==> src/rtl/pwmt_pkg.sv <==
package pwmt_pkg;

  typedef enum logic {
    MM_STROBE_ONLY = 1'b0,
    MM_ANY_UPDATE  = 1'b1
  } pwmt_master_e;

  // PWM mode 1 level: active while the count is below the compare value
  function automatic logic pwm1_active(input logic [31:0] count, input logic [31:0] cmp);
    return count < cmp;
  endfunction

  // pin level: parked -> idle value, otherwise reference through polarity
  function automatic logic pin_level(input logic refl, input logic pol,
                                     input logic park, input logic idle);
    return park ? idle : (refl ^ pol);
  endfunction

endpackage

==> src/rtl/pwmt_count.sv <==
module pwmt_count #(
  parameter int CNT_W = 16,
  parameter int PSC_W = 16
) (
  input  logic             clk,
  input  logic             rst_n,
  input  logic [PSC_W-1:0] cfg_psc,
  input  logic [CNT_W-1:0] cfg_arr,
  input  logic [CNT_W-1:0] cfg_ccr,
  input  logic             cnt_en,
  input  logic             sw_ug,
  output logic [CNT_W-1:0] cnt_q,
  output logic [CNT_W-1:0] cnt_nxt,
  output logic [CNT_W-1:0] ccr_nxt,
  output logic [CNT_W-1:0] arr_act,
  output logic             cnt_load,
  output logic             upd_evt
);
  logic [PSC_W-1:0] psc_q, psc_act;
  logic [CNT_W-1:0] ccr_act;
  logic             tick, wrap;

  assign tick     = cnt_en && (psc_q == psc_act);
  assign wrap     = tick && (cnt_q == arr_act);
  assign upd_evt  = sw_ug || wrap;
  assign cnt_load = sw_ug || tick;
  assign ccr_nxt  = upd_evt ? cfg_ccr : ccr_act;

  always_comb begin
    if (upd_evt)   cnt_nxt = '0;
    else if (tick) cnt_nxt = cnt_q + 1'b1;
    else           cnt_nxt = cnt_q;
  end

  always_ff @(posedge clk or negedge rst_n) begin
    if (!rst_n) begin
      psc_q   <= '0;
      cnt_q   <= '0;
      psc_act <= '0;
      arr_act <= '0;
      ccr_act <= '0;
    end else begin
      cnt_q <= cnt_nxt;
      if (sw_ug || tick)  psc_q <= '0;
      else if (cnt_en)    psc_q <= psc_q + 1'b1;
      if (upd_evt) begin
        psc_act <= cfg_psc;
        arr_act <= cfg_arr;
        ccr_act <= cfg_ccr;
      end
    end
  end
endmodule

==> src/rtl/pwmt_trig.sv <==
module pwmt_trig #(
  parameter int N_TRIG = 4,
  localparam int SEL_W = (N_TRIG > 1) ? $clog2(N_TRIG) : 1
) (
  input  logic              clk,
  input  logic              rst_n,
  input  logic [N_TRIG-1:0] trig_src,
  input  logic [SEL_W-1:0]  trig_sel,
  output logic              trig_edge
);
  logic sel_now, sel_q;

  always_comb begin
    sel_now = 1'b0;
    for (int i = 0; i < N_TRIG; i++)
      if (trig_sel == SEL_W'(i)) sel_now = trig_src[i];
  end

  always_ff @(posedge clk or negedge rst_n) begin
    if (!rst_n) sel_q <= 1'b0;
    else        sel_q <= sel_now;
  end

  assign trig_edge = sel_now && !sel_q;
endmodule

==> src/rtl/pwmt_oc.sv <==
module pwmt_oc #(
  parameter int CNT_W = 16
) (
  input  logic             clk,
  input  logic             rst_n,
  input  logic             cfg_fast,
  input  logic             trig_edge,
  input  logic             cnt_load,
  input  logic [CNT_W-1:0] cnt_nxt,
  input  logic [CNT_W-1:0] ccr_nxt,
  output logic             force_match,
  output logic             ref_q
);
  assign force_match = cfg_fast && trig_edge;

  always_ff @(posedge clk or negedge rst_n) begin
    if (!rst_n)           ref_q <= 1'b0;
    else if (force_match) ref_q <= 1'b0;
    else if (cnt_load)    ref_q <= pwmt_pkg::pwm1_active(32'(cnt_nxt), 32'(ccr_nxt));
  end
endmodule

==> src/rtl/pwm_trig_timer.sv <==
module pwm_trig_timer #(
  parameter int CNT_W  = 16,
  parameter int PSC_W  = 16,
  parameter int N_TRIG = 4,
  localparam int SEL_W = (N_TRIG > 1) ? $clog2(N_TRIG) : 1
) (
  input  logic              clk,
  input  logic              rst_n,
  input  logic [PSC_W-1:0]  cfg_psc,
  input  logic [CNT_W-1:0]  cfg_arr,
  input  logic [CNT_W-1:0]  cfg_ccr,
  input  logic              cfg_fast,
  input  logic [SEL_W-1:0]  cfg_trig_sel,
  input  logic              cfg_master,
  input  logic              cfg_pol_main,
  input  logic              cfg_pol_comp,
  input  logic              cfg_idle_main,
  input  logic              cfg_idle_comp,
  input  logic              cfg_offstate,
  input  logic              cnt_en,
  input  logic              sw_ug,
  input  logic [N_TRIG-1:0] trig_src,
  output logic              out_main,
  output logic              out_comp,
  output logic              trgo
);
  localparam int N_PIN = 2;

  logic [CNT_W-1:0] cnt_q, cnt_nxt, ccr_nxt, arr_act;
  logic             cnt_load, upd_evt, trig_edge, force_match, ref_q, park;
  logic             trgo_q;
  logic [N_PIN-1:0] pol_v, idle_v, pin_v;
  pwmt_pkg::pwmt_master_e master_mode;

  pwmt_count #(.CNT_W(CNT_W), .PSC_W(PSC_W)) u_count (
    .clk(clk), .rst_n(rst_n), .cfg_psc(cfg_psc), .cfg_arr(cfg_arr),
    .cfg_ccr(cfg_ccr), .cnt_en(cnt_en), .sw_ug(sw_ug), .cnt_q(cnt_q),
    .cnt_nxt(cnt_nxt), .ccr_nxt(ccr_nxt), .arr_act(arr_act),
    .cnt_load(cnt_load), .upd_evt(upd_evt)
  );

  pwmt_trig #(.N_TRIG(N_TRIG)) u_trig (
    .clk(clk), .rst_n(rst_n), .trig_src(trig_src),
    .trig_sel(cfg_trig_sel), .trig_edge(trig_edge)
  );

  pwmt_oc #(.CNT_W(CNT_W)) u_oc (
    .clk(clk), .rst_n(rst_n), .cfg_fast(cfg_fast), .trig_edge(trig_edge),
    .cnt_load(cnt_load), .cnt_nxt(cnt_nxt), .ccr_nxt(ccr_nxt),
    .force_match(force_match), .ref_q(ref_q)
  );

  assign park   = !cnt_en && cfg_offstate;
  assign pol_v  = {cfg_pol_comp, cfg_pol_main};
  assign idle_v = {cfg_idle_comp, cfg_idle_main};

  for (genvar g = 0; g < N_PIN; g++) begin : g_pin
    assign pin_v[g] = pwmt_pkg::pin_level(ref_q, pol_v[g], park, idle_v[g]);
  end

  assign out_main = pin_v[0];
  assign out_comp = pin_v[1];

  assign master_mode = pwmt_pkg::pwmt_master_e'(cfg_master);

  always_ff @(posedge clk or negedge rst_n) begin
    if (!rst_n) trgo_q <= 1'b0;
    else        trgo_q <= (master_mode == pwmt_pkg::MM_ANY_UPDATE) ? upd_evt : sw_ug;
  end
  assign trgo = trgo_q;
endmodule

==> config.mk <==
export PLATFORM = sky130hd
export DESIGN_NAME = pwm_trig_timer
export DESIGN_NICKNAME = d
export VERILOG_FILES = /design/src/rtl/pwmt_pkg.sv /design/src/rtl/pwmt_count.sv /design/src/rtl/pwmt_trig.sv /design/src/rtl/pwmt_oc.sv /design/src/rtl/pwm_trig_timer.sv
export SDC_FILE = /design/constraint.sdc
export NUM_CORES = 1
export LEC_CHECK = 0
export BUFFER_PORTS_ARGS = -buffer_cell sky130_fd_sc_hd__buf_2
export CORE_MARGIN = 2
export CORE_UTILIZATION = 59
export CTS_BUF_LIST = sky130_fd_sc_hd__clkbuf_4 sky130_fd_sc_hd__clkbuf_8
export DETAILED_ROUTE_END_ITERATION = 6
export PLACE_DENSITY = 0.79
export RECOVER_POWER = 25
export SYNTH_ARGS = -nofsm -noshare
export SYNTH_HDL_FRONTEND = slang
export SYNTH_SLANG_ARGS = --single-unit
==> constraint.sdc <==
create_clock -name clk -period 5.3 [get_ports clk]
set_input_delay 0.795 -clock clk [delete_from_list [all_inputs] [get_ports clk]]
set_output_delay 0.795 -clock clk [all_outputs]
set_load 0.01 [all_outputs]
### Word level (Yosys, flattened, before mapping)

Index checks and enable logic that the tools add are counted.

* flip-flop bits (word level): 83
* input port bits: 65

* add/subtract/negate cells: 2
* magnitude comparators: 1
* eq/ne operators: 5
* multiplexer cells: 14
* bitwise operators: 2
* reduce and logical (&&, ||, !) cells: 12

Operators by type and width (number)
* 16-bit 2-to-1 mux: 5
* 16-bit by 1-bit adder with 16-bit output (second input constant): 2
* 16-bit equality test: 2
* 16-bit less-than comparator: 1
* 1-bit 2-to-1 mux: 9
* 1-bit logical AND: 5
* 2-bit equality test (second input constant): 2
* 2-bit nonzero test: 2
* 2-bit by 1-bit equality test with 1-bit output (second input constant): 1
* 1-bit logical NOT: 2
* 2-bit logical NOT: 1
* 1-bit logical OR: 2
* 1-bit XOR: 2

### Longest topological paths before layout

Gate-level depths: netlist (run 1).

* depth after elaboration: 8
* mapped depth: 17

### Hierarchy

Synthesis (run 1) repeated with hierarchy kept, for this count alone.

* cells, all modules: 416
* area total of the unflattened synthesis: 4554.4 µm²

Modules (own cells, without submodules)
* pwmt_count: times used 1, cells each 350, area an instance 3976.3 µm², sequential area each 2001.9 µm²
* pwmt_oc: times used 1, cells each 56, area an instance 419.2 µm², sequential area each 25.0 µm²
* pwm_trig_timer: times used 1, cells each 7, area an instance 97.6 µm², sequential area each 25.0 µm²
* pwmt_trig: times used 1, cells each 3, area an instance 61.3 µm², sequential area each 25.0 µm²

### Worst setup path before layout (run 1)

No wires, ideal clock.

* kind: input -> register
* start: input port cnt_en
* end: register u_oc.ref_q
* library setup time: 0.135 ns
* arrival: 3.004 ns
* data required time: 5.165 ns
* slack: 2.161 ns
* stages on the path: 12
* buffers on the path: 3
* path through: clkbuf_1 -> and4_1 -> a21o_1 -> buf_4 -> buf_2 -> nor2_1 -> ha_1 -> a21boi_0 -> o21ai_0 -> o21a_1 -> a2111oi_2 -> o22ai_1

* word-level cells in the longest chain between the ends: 7
* elaborated cells on any way between the ends: 11

RTL lines
* from (decl): RTL line pwm_trig_timer.sv:20 `input logic cnt_en,`
* 1-bit logical AND *: RTL line pwmt_count.sv:23 `assign tick = cnt_en && (psc_q == psc_act);`
* 1-bit logical AND: RTL line pwmt_count.sv:24 `assign wrap = tick && (cnt_q == arr_act);`
* 1-bit logical OR: RTL line pwmt_count.sv:25 `assign upd_evt = sw_ug || wrap;`
* 16-bit 2-to-1 mux *: RTL line pwmt_count.sv:30 `if (upd_evt) cnt_nxt = '0;`
* net cnt_nxt[1]: RTL line pwm_trig_timer.sv:29 `logic [CNT_W-1:0] cnt_q, cnt_nxt, ccr_nxt, arr_act;`
* 16-bit less-than comparator *: RTL line pwmt_pkg.sv:10 `return count < cmp;`
* 1-bit 2-to-1 mux *: RTL line pwmt_oc.sv:19 `else if (cnt_load) ref_q <= pwmt_pkg::pwm1_active(32'(cnt_nxt), 32'(ccr_nxt));`
* 1-bit 2-to-1 mux *: RTL line pwmt_oc.sv:18 `else if (force_match) ref_q <= 1'b0;`
* to (signal assigned): RTL line pwmt_oc.sv:19
* to (decl): RTL line pwmt_oc.sv:12 `output logic ref_q`

The timed path passes the listed nets; every way through them passes the cells marked *. The select of a mux whose other input is x is not followed.
A chain may end at the register's enable or synchronous reset.

### Worst setup path in the final report (run 1)

* start: register u_count.psc_act[15]
* end: register u_oc.ref_q

* word-level cells in the longest chain between the ends: 8
* elaborated cells on any way between the ends: 12

RTL lines
* from (decl): RTL line pwmt_count.sv:19 `logic [PSC_W-1:0] psc_q, psc_act;`
* from (signal assigned): RTL line pwmt_count.sv:47 `psc_act <= cfg_psc;`
* 16-bit equality test *: RTL line pwmt_count.sv:23
* 1-bit logical AND *: RTL line pwmt_count.sv:23
* 1-bit logical AND: RTL line pwmt_count.sv:24
* 1-bit logical OR: RTL line pwmt_count.sv:25
* 16-bit 2-to-1 mux *: RTL line pwmt_count.sv:30
* net cnt_nxt[1]: RTL line pwm_trig_timer.sv:29
* 16-bit less-than comparator *: RTL line pwmt_pkg.sv:10
* 1-bit 2-to-1 mux *: RTL line pwmt_oc.sv:19
* 1-bit 2-to-1 mux *: RTL line pwmt_oc.sv:18

Marks and branches as above.

==> results of run 1 <==
-- registers in the layout, summed over array words and instances, names as in the netlist --
signal           cells
trgo                 1
u_count.arr_act     16
u_oc.ref_q           1
u_count.ccr_act     16
u_count.psc_act     16
u_count.psc_q       16
u_count.cnt_q       16
u_trig.sel_q         1
-- worst min-delay path, stage by stage (launching register included) --
cell and delay (ps):
dfrtp_1 360, nand2_1 50, nand2_1 50
-- layer usage --
| metal | vias to the layer above | track usage [%] | part of all wire, % |
|---|---|---|---|
| met5 | - | 0 | 0 |
| met4 | 0 | 9.63 | 1.6 |
| met3 | 13 | 3.69 | 4.7 |
| met2 | 88 | 40.3 | 51 |
| met1 | 1553 | 31.8 | 43 |
| li1 | 1597 | - | - |
-- metrics by stage --
step / instance area, um2 / worst slack [ps] / hold WS [ps] / instances
2_1_floorplan: 4290 / 2160 / 440 / 446
3_3_place_gp: 4690 / 1350 / 461 / 598
3_5_place_dp: 4690 / 1220 / 480 / 598
4_1_cts: 4920 / 1150 / 501 / 614
5_1_grt: 4920 / 846 / 520 / 614
6_report: 4920 / 1120 / 500 / 614
-- layout make-up --
type                            instances  area [um2]  share of cell area, %
Clock buffer                           10         138                   2.80
Inverter                               17        63.8                   1.30
Sequential cell                        83        2080                   42.2
Tap cell                               99         124                   2.52
Timing Repair Buffer                   70         358                   7.28
Clock inverter                          6        93.8                   1.91
Multi-Input combinational cell        329        2060                   41.9
-- logic make-up (layout without fill, tap and decap cells) --
| logic type | count (synthesis) | in the layout |
|---|---|---|
| adder cells (fa/ha/maj) | 17 | 17 |
| flip-flops | 83 | 83 |
| buffers and inverters | 34 | 103 |
| AO/OA/AOI/OAI | 25 | 25 |
| XOR/XNOR | 62 | 62 |
| AND/OR/NAND/NOR | 207 | 207 |
| multiplexers | 18 | 18 |
-- path summary, 6_finish.rpt --
| check | cells past startpoint | start | slack [ps] | to |
|---|---|---|---|---|
| max in group asynchronous | 1 | rst_n | 3120 | u_count.ccr_act[2] |
| worst max-delay path | 12 | u_count.psc_act[15] | 1120 | u_oc.ref_q |
| min in group asynchronous | 1 | rst_n | 1000 | u_count.arr_act[4] |
| worst min-delay path | 2 | u_count.arr_act[12] | 500 | u_count.arr_act[12] |
| worst max register to register | 12 | u_count.psc_act[15] | 1120 | u_oc.ref_q |
| worst min register to register | 2 | u_count.arr_act[12] | 500 | u_count.arr_act[12] |
-- cell usage in the layout, fill, tap and decap left out, types with 4 or more instances in the layout --
| cell type | netlist | layout |
|---|---|---|
| clkbuf_8 | 0 | 10 |
| mux2i_1 | 17 | 17 |
| and4_1 | 5 | 5 |
| buf_2 | 7 | 66 |
| nor3_1 | 4 | 4 |
| a21oi_1 | 8 | 7 |
| nand2_1 | 113 | 113 |
| ha_1 | 17 | 17 |
| nand3_1 | 4 | 4 |
| nor2_1 | 39 | 39 |
| o21ai_0 | 5 | 5 |
| nand4_1 | 21 | 21 |
| xnor2_1 | 39 | 39 |
| dfrtp_1 | 83 | 83 |
| xor2_1 | 23 | 23 |
| and3_1 | 6 | 6 |
| inv_1 | 17 | 17 |
-- report_power, final --
| part | total (mW) | switching [mW] | internal (mW) |
|---|---|---|---|
| sequential | 0.695 | 0.0249 | 0.670 |
| clock | 0.528 | 0.244 | 0.284 |
| combinational | 0.152 | 0.0834 | 0.0686 |
| total | 1.37 | 0.353 | 1.02 |
==> results.py, run 1 <==
metrics = {
    "layout": {
        "nFillCells": 570,
        "n_antenna_cell": 0,
        "nets": 592,
        "syn_to_final_growth_pct": 14.7,
        "final_util_pct": 68.9,
        "drive_gt1_share_pct": 18.3,
    },
    "worst_setup_path": {
        "cp_slowest_cell": "and4_1",
        "critPathMaxFanout": 23,
        "crit_arrival_ps": 4410,
        "crit_family": "compound AO/OA/AOI/OAI gates",
        "cpPeakStageDelay_ps": 770,
        "crit_buf_inv": 0,
        "worst-setup-path-type": "reg2reg",
        "path_cells": "xnor2_1 > nand4_1 > nor3_1 > and4_1 > a21o_1 > nor2_1 > ha_1 > a21boi_0 > o21ai_0 > o21a_1 > a2111oi_2 > o22ai_1",
        "required_ps": 5520,
        "worstSetupEndpointType": "flip-flop",
        "worst_setup_path_start_kind": "flip-flop",
    },
    "logic_synthesis": {
        "ys_ff_latch": 83,
        "synth_top_family_by_area": "simple AND/OR/NAND/NOR gates",
        "synth_top_area_share_pct": 48.5,
        "synth_mux_area_share_pct": 4.50,
        "syn_inst": 446,
        "synth_fa_ha_area_share_pct": 4.96,
        "synth_compound_area_share_pct": 3.82,
        "syn_nets": 528,
        "synth.most_common_cell": "nand2_1",
        "synth_xor_area_share_pct": 12.7,
        "ys_seq_area_share_pct": 48.5,
        "synth_edf_count": 0,
        "yosys-top-cells-count": "nand2_1 (113), dfrtp_1 (83), nor2_1 (39), xnor2_1 (39), xor2_1 (23)",
        "synth-async-reset-ratio_pct": 100,
        "yosysTopAreaCell": "dfrtp_1",
        "avgSynthCellArea_um2": 9.61,
        "synth_ff_type": "dfrtp_1",
        "synth_area_leaders": "dfrtp_1 (48%), nand2_1 (9.9%), xnor2_1 (8.0%), ha_1 (5.0%), xor2_1 (4.7%)",
        "ys_types": 39,
        "syn_area_um2": 4290,
        "yosys_warnings": 0,
        "synthSimpleGateAreaFrac_pct": 21.9,
    },
    "clocking": {
        "path_clk_slew_ps": 90,
        "cts_buffers": 9,
        "cts.repair.resized": 0,
        "cts_setup_buffers": 0,
        "htree_num_levels": 3,
        "clock_latency_ps": 350,
        "cts_tree": "yes",
        "clock_sinks": 83,
        "cts_hold_buffers": 0,
        "cts_max_path_buffers": 2,
        "cts_root_buf": "clkbuf_8",
    },
    "global_routing": {
        "grt_pass1_vias": 3162,
        "track_usage_pct": 24.2,
        "grt_max_degree": 84,
        "antenna_found_initial": 0,
        "grt-ovfl-total": 0,
        "grt_first_pass_wirelength_mm": 14.7,
    },
    "route": {
        "viasPerCell": 5.29,
        "drc_errors": 0,
        "ant_nets": 0,
        "vias": 3251,
        "wl_mm": 9.00,
        "first_pass_iters": 4,
        "first_iter_violations": 169,
        "wl_per_cell_um": 14.7,
    },
    "outcome": {
        "violations": "capacitance limit, slew limit",
        "status": "complete, but fails checks",
    },
    "sta": {
        "rsz0062_at_grt": "no",
        "tightestPinTransition_ps": 2000,
        "period_share_pct": 78.9,
        "slew_headroom_pct": -33.6,
        "skew_ps": 13.6,
        "max_clock_freq_mhz": 239,
        "report.final.hold_viol_count": 0,
        "finalSetupViolations": 0,
        "drv_slew": 84,
        "fin_setup_tns_ps": 0,
        "period_minus_slack_ps": 4180,
    },
    "floorplanning": {
        "die_area_um2": 7960,
        "initial_core_util_pct": 60.1,
        "die_w_um": 89.2,
        "io_pins": 68,
        "row_count": 31,
        "die_y_um": 89.2,
        "coreArea_um2": 7140,
    },
    "place": {
        "dpl.hpwl_mm": 6.53,
        "portBuffers": 67,
        "gp_congestion": 0.895,
    },
    "power_and_ir_drop": {
        "p_leak_nw": 2.46,
        "p_total_mw": 1.37,
        "ir_drop_mv": 0.163,
        "power.density_nw_per_um2": 280,
    },
    "min_path": {
        "worstHoldPathType": "reg2reg",
    },
    "flow_run": {
        "maxCapViolCount": 1,
    },
}
(Power assumes the default switching activity.)
==> inputs of run 2 (changes only) <==
==> constraint.sdc (replaced) <==
create_clock -name clk -period 4.3 [get_ports clk]
set_input_delay 0.645 -clock clk [delete_from_list [all_inputs] [get_ports clk]]
set_output_delay 0.645 -clock clk [all_outputs]
set_load 0.01 [all_outputs]
==> results.py, run 2 (synthesized netlist as in run 1, its figures left out) <==
metrics = {
    "power_and_ir_drop": {
        "p_comb_share_pct": 11.6,
        "internal_power_mw": 1.20,
        "power.density_nw_per_um2": 332,
        "seqPwrFrac_pct": 52.6,
        "ir_drop_mv": 0.312,
        "p_leak_nw": 2.45,
        "clockPowerShare_pct": 35.8,
        "power.switching_uw": 427,
        "switching_share_pct": 26.2,
    },
    "layout": {
        "drive_gt1_share_pct": 18.6,
        "final_common_cell": "nand2_1",
        "nets": 594,
        "syn_to_final_growth_pct": 14.5,
        "layout_common_cells": "nand2_1 (113), dfrtp_1 (83), buf_2 (66), xnor2_1 (39), nor2_1 (39)",
        "n_antenna_cell": 0,
    },
    "floorplanning": {
        "coreArea_um2": 7140,
        "io_pins": 68,
        "initial_core_util_pct": 60.1,
        "die_area_um2": 7960,
        "die_w_um": 89.2,
        "row_count": 31,
        "die_y_um": 89.2,
    },
    "route": {
        "wl_per_cell_um": 14.6,
        "wl_mm": 9.00,
        "ant_nets": 0,
        "drc_errors": 0,
        "viasPerCell": 5.32,
        "vias": 3280,
        "first_pass_iters": 4,
        "first_iter_violations": 132,
    },
    "sta": {
        "report.final.hold_viol_count": 0,
        "rsz0062_at_grt": "no",
        "max_clock_freq_mhz": 275,
        "setup_ws_ps": 667,
        "period_minus_slack_ps": 3630,
        "tightestPinTransition_ps": 2030,
        "period_share_pct": 84.5,
        "skew_ps": 12.7,
        "drv_slew": 84,
        "finalSetupViolations": 0,
        "slew_headroom_pct": -35.5,
        "fin_setup_tns_ps": 0,
    },
    "worst_setup_path": {
        "crit_arrival_ps": 3900,
        "crit_family": "compound AO/OA/AOI/OAI gates",
        "critPathMaxFanout": 28,
        "ff2ff_path_depth": 14,
        "cp_slowest_cell": "dfrtp_1",
        "crit_cells": 14,
        "crit_buf_inv": 1,
        "worst-setup-path-type": "reg2reg",
        "path_cells": "xnor2_1 > nand4_1 > nor4_4 > a21o_1 > buf_4 > nor2_1 > ha_1 > a21oi_1 > nor2b_1 > o21ai_0 > a21oi_1 > nor3_1 > o211ai_1 > o22ai_1",
        "worst_setup_path_start_kind": "flip-flop",
        "required_ps": 4570,
        "crit_path_frequent_cell": "a21oi_1",
        "worstSetupEndpointType": "flip-flop",
        "cpPeakStageDelay_ps": 510,
    },
    "global_routing": {
        "track_usage_pct": 24.4,
        "grtUsageMet1_pct": 31.6,
        "busiest_layer": "met2",
        "grt_util_met3_pct": 3.79,
        "grt_max_degree": 84,
        "grt_util_met2_pct": 41.3,
        "grt_first_pass_wirelength_mm": 14.7,
        "grt-ovfl-total": 0,
        "grt_pass1_vias": 3239,
        "antenna_found_initial": 0,
    },
    "place": {
        "dpl.hpwl_mm": 6.65,
        "gp_congestion": 0.845,
        "place_ws_ps": 696,
        "portBuffers": 67,
    },
    "clocking": {
        "path_clk_slew_ps": 90,
        "clock_latency_ps": 350,
        "cts_buffers": 9,
        "clock_sinks": 83,
        "cts.repair.resized": 0,
        "cts_tree": "yes",
        "cts_hold_buffers": 0,
        "cts_setup_buffers": 0,
        "cts_root_buf": "clkbuf_8",
        "htree_num_levels": 3,
        "cts_max_path_buffers": 2,
    },
    "outcome": {
        "status": "complete, but fails checks",
        "violations": "capacitance limit, slew limit",
    },
    "min_path": {
        "whs_path_depth": 3,
        "worstHoldPathType": "in2reg",
    },
    "flow_run": {
        "maxCapViolCount": 1,
    },
}
[run 2: changes by cell type in the layout (fill, tap and decap cells not counted), sizes merged]
cell      previous run  this run
buf                 69        71
bufinv               2         1
clkinvlp             1         2
[run 2: layer usage]
layer	routed length (um)	share of wire [%]
met1	3960	44
met2	4510	50
met3	345	3.8
met4	181	2.0
met5	0	0
[run 2: worst register-to-register path: stages (launching register included)]
cell,delay (ps)
dfrtp_1,510
xnor2_1,230
nand4_1,170
nor4_4,510
a21o_1,460
buf_4,370
nor2_1,120
ha_1,320
a21oi_1,140
nor2b_1,60
o21ai_0,140
a21oi_1,90
nor3_1,160
o211ai_1,120
o22ai_1,150
[run 2: power groups by stage]
stage          logic (mW)  clock network, mW  registers (mW)
2_1_floorplan       0.118                  0           0.863
3_3_place_gp        0.184                  0           0.870
3_5_place_dp        0.191                  0           0.872
4_1_cts             0.192              0.593           0.857
5_1_grt             0.217              0.630           0.861
6_report            0.189              0.583           0.856
[run 2: metrics by stage]
step / util (%) / power, mW / instances / hold slack (ps) / area (um2)
after global routing: 68.8 / 1.71 / 616 / 489 / 4910
after floorplan: - / 0.981 / 446 / 349 / 4290
after global placement: 65.9 / 1.05 / 600 / 470 / 4700
after detailed placement: 65.9 / 1.06 / 600 / 475 / 4700
after CTS: 68.8 / 1.64 / 616 / 473 / 4910
final: 68.8 / 1.63 / 616 / 477 / 4910
[run 2: worst paths after layout]
path / from / slack, ps / end
min reg2reg: u_count.ccr_act[5] / 490 / u_count.ccr_act[5]
min: cfg_psc[5] / 480 / u_count.psc_act[5]
max reg2reg: u_count.cnt_q[2] / 670 / u_oc.ref_q
max in group asynchronous: rst_n / 2230 / u_count.psc_q[10]
min in group asynchronous: rst_n / 840 / u_count.psc_q[14]
max: u_count.cnt_q[2] / 670 / u_oc.ref_q
[run 2: layout make-up]
class,instances,area (um2)
repair buffers,72,373
well taps,99,124
clock buffers,10,138
clock inverters,6,71.3
flip-flops and latches,83,2080
inverters,17,63.8
multi-input cells,329,2060
fillers,578,2230
==> inputs of run 3 (changes only) <==
--- a/config.mk
+++ b/config.mk
@@ -7,10 +7,10 @@
 export LEC_CHECK = 0
 export BUFFER_PORTS_ARGS = -buffer_cell sky130_fd_sc_hd__buf_2
 export CORE_MARGIN = 2
-export CORE_UTILIZATION = 59
+export CORE_UTILIZATION = 53
 export CTS_BUF_LIST = sky130_fd_sc_hd__clkbuf_4 sky130_fd_sc_hd__clkbuf_8
 export DETAILED_ROUTE_END_ITERATION = 6
-export PLACE_DENSITY = 0.79
+export PLACE_DENSITY = 0.74
 export RECOVER_POWER = 25
 export SYNTH_ARGS = -nofsm -noshare
 export SYNTH_HDL_FRONTEND = slang
==> constraint.sdc (replaced) <==
create_clock -name clk -period 3 [get_ports clk]
set_input_delay 0.45 -clock clk [delete_from_list [all_inputs] [get_ports clk]]
set_output_delay 0.45 -clock clk [all_outputs]
set_load 0.01 [all_outputs]
==> results.py, run 3 (synthesized netlist as in run 1, its figures left out) <==
metrics = {
    "outcome": {
        "status": "complete, but fails checks",
        "violations": "capacitance limit, slew limit, setup timing",
    },
    "sta": {
        "rsz0062_at_grt": "yes",
        "report.final.hold_viol_count": 0,
        "tightestPinTransition_ps": 2040,
        "drv_slew": 84,
        "finalSetupViolations": 1,
        "skew_ps": 8.03,
        "setup_ws_ps": -30.1,
        "period_minus_slack_ps": 3030,
        "slew_headroom_pct": -36.0,
        "period_share_pct": 101,
        "max_clock_freq_mhz": 330,
        "fin_setup_tns_ps": -30.1,
        "whs_ps": 286,
    },
    "clocking": {
        "cts_hold_buffers": 0,
        "cts_root_buf": "clkbuf_8",
        "clock_sinks": 83,
        "path_clk_slew_ps": 90,
        "cts_max_path_buffers": 2,
        "htree_num_levels": 3,
        "cts_buffers": 9,
        "cts_tree": "yes",
        "clock_latency_ps": 350,
    },
    "power_and_ir_drop": {
        "ir_drop_mv": 0.449,
        "p_total_mw": 2.43,
        "power.density_nw_per_um2": 451,
        "p_leak_nw": 2.71,
    },
    "floorplanning": {
        "io_pins": 68,
        "coreArea_um2": 7770,
        "die_area_um2": 8820,
        "row_count": 32,
        "die_w_um": 93.9,
        "die_y_um": 93.9,
        "initial_core_util_pct": 55.2,
    },
    "min_path": {
        "worstHoldPathType": "in2reg",
        "hp-start": "cfg_psc[6]",
    },
    "worst_setup_path": {
        "crit_buf_inv": 2,
        "worstSetupEndpointType": "flip-flop",
        "crit_arrival_ps": 3300,
        "crit_path_frequent_cell": "a21o_1",
        "worst-setup-path-type": "reg2reg",
        "required_ps": 3270,
        "cpPeakStageDelay_ps": 420,
        "cp_slowest_cell": "dfrtp_1",
        "crit_family": "compound AO/OA/AOI/OAI gates",
        "reg2reg_from": "u_count.cnt_q[14]",
        "path_cells": "xnor2_1 > nand4_1 > nor4_4 > buf_4 > a21o_1 > buf_6 > mux2i_4 > ha_1 > a21o_1 > a21o_1 > a21oi_2 > nor2_2 > nor3_2 > o211ai_1 > o22ai_1",
        "worst_setup_path_start_kind": "flip-flop",
        "critPathMaxFanout": 3,
        "crit_path_start": "u_count.cnt_q[14]",
    },
    "place": {
        "place_ws_ps": -179,
        "portBuffers": 67,
        "dpl.hpwl_mm": 6.99,
        "gp_congestion": 0.848,
        "placed_area_um2": 4970,
        "dp.cells": 637,
    },
    "layout": {
        "nFillCells": 616,
        "layout_common_cells": "nand2_1 (113), dfrtp_1 (82), buf_2 (65), buf_4 (45), nor2_1 (37)",
        "drive_gt1_share_pct": 27.6,
        "syn_to_final_growth_pct": 25.6,
        "final_util_pct": 69.3,
        "final_cell_area_um2": 5390,
        "layout.cells.non_filler": 663,
        "n_antenna_cell": 0,
        "final_common_cell": "nand2_1",
        "nets": 638,
    },
    "route": {
        "first_iter_violations": 179,
        "wl_per_cell_um": 14.7,
        "first_pass_iters": 4,
        "ant_nets": 0,
        "vias": 3461,
        "drc_errors": 0,
        "wl_mm": 9.77,
        "viasPerCell": 5.22,
    },
    "global_routing": {
        "grt-ovfl-total": 0,
        "grt_first_pass_wirelength_mm": 16.2,
        "antenna_found_initial": 0,
        "grt_pass1_vias": 3568,
        "track_usage_pct": 23.6,
        "grt_max_degree": 84,
    },
    "flow_run": {
        "maxCapViolCount": 1,
    },
}
==> run 3: path summary, 6_finish.rpt <==
kind | endpoint | slack (ps) | depth (start not counted)
setup / recovery | u_oc.ref_q | -30 | 15
hold / removal | u_count.psc_act[6] | 290 | 3
setup reg to reg | u_oc.ref_q | -30 | 15
hold reg to reg | u_count.ccr_act[0] | 490 | 2
max in group asynchronous | u_count.cnt_q[3] | 980 | 1
min in group asynchronous | u_count.psc_act[14] | 650 | 1
==> run 3: area by class of cell <==
cell class | instances | area [um2] | share of cell area (%)
clock buffer | 11 | 139 | 2.58
tap | 102 | 128 | 2.37
multi-input combinational | 329 | 2170 | 40.4
inverter | 17 | 63.8 | 1.18
sequential | 83 | 2080 | 38.6
timing repair buffer | 116 | 726 | 13.5
clock inverter | 5 | 77.6 | 1.44
==> run 3: worst min-delay path, cell delays in order <==
cell and delay, ps:
buf_2 70, nand2_1 40, nand2_1 50
==> run 3: where the power goes <==
| group | switching, mW | internal, mW |
|---|---|---|
| Clock | 0.400 | 0.485 |
| Combinational | 0.167 | 0.150 |
| Sequential | 0.0430 | 1.18 |
| Total | 0.610 | 1.82 |
==> run 3: timing repair <==
action / 4_1_cts / 5_1_grt
setup endpoints to repair: 1 / 1
resized for setup: 13 / 13
pin swaps: 11 / 9
setup buffers: 8 / 2
==> run 3: routing by layer <==
| layer | vias up | part of all wire, % | GRT usage [%] |
|---|---|---|---|
| met4 | 0 | 1.8 | 8.33 |
| li1 | 1684 | - | - |
| met5 | - | 0 | 0 |
| met3 | 15 | 3.6 | 3.93 |
| met1 | 1698 | 42 | 29.5 |
| met2 | 64 | 53 | 41.1 |
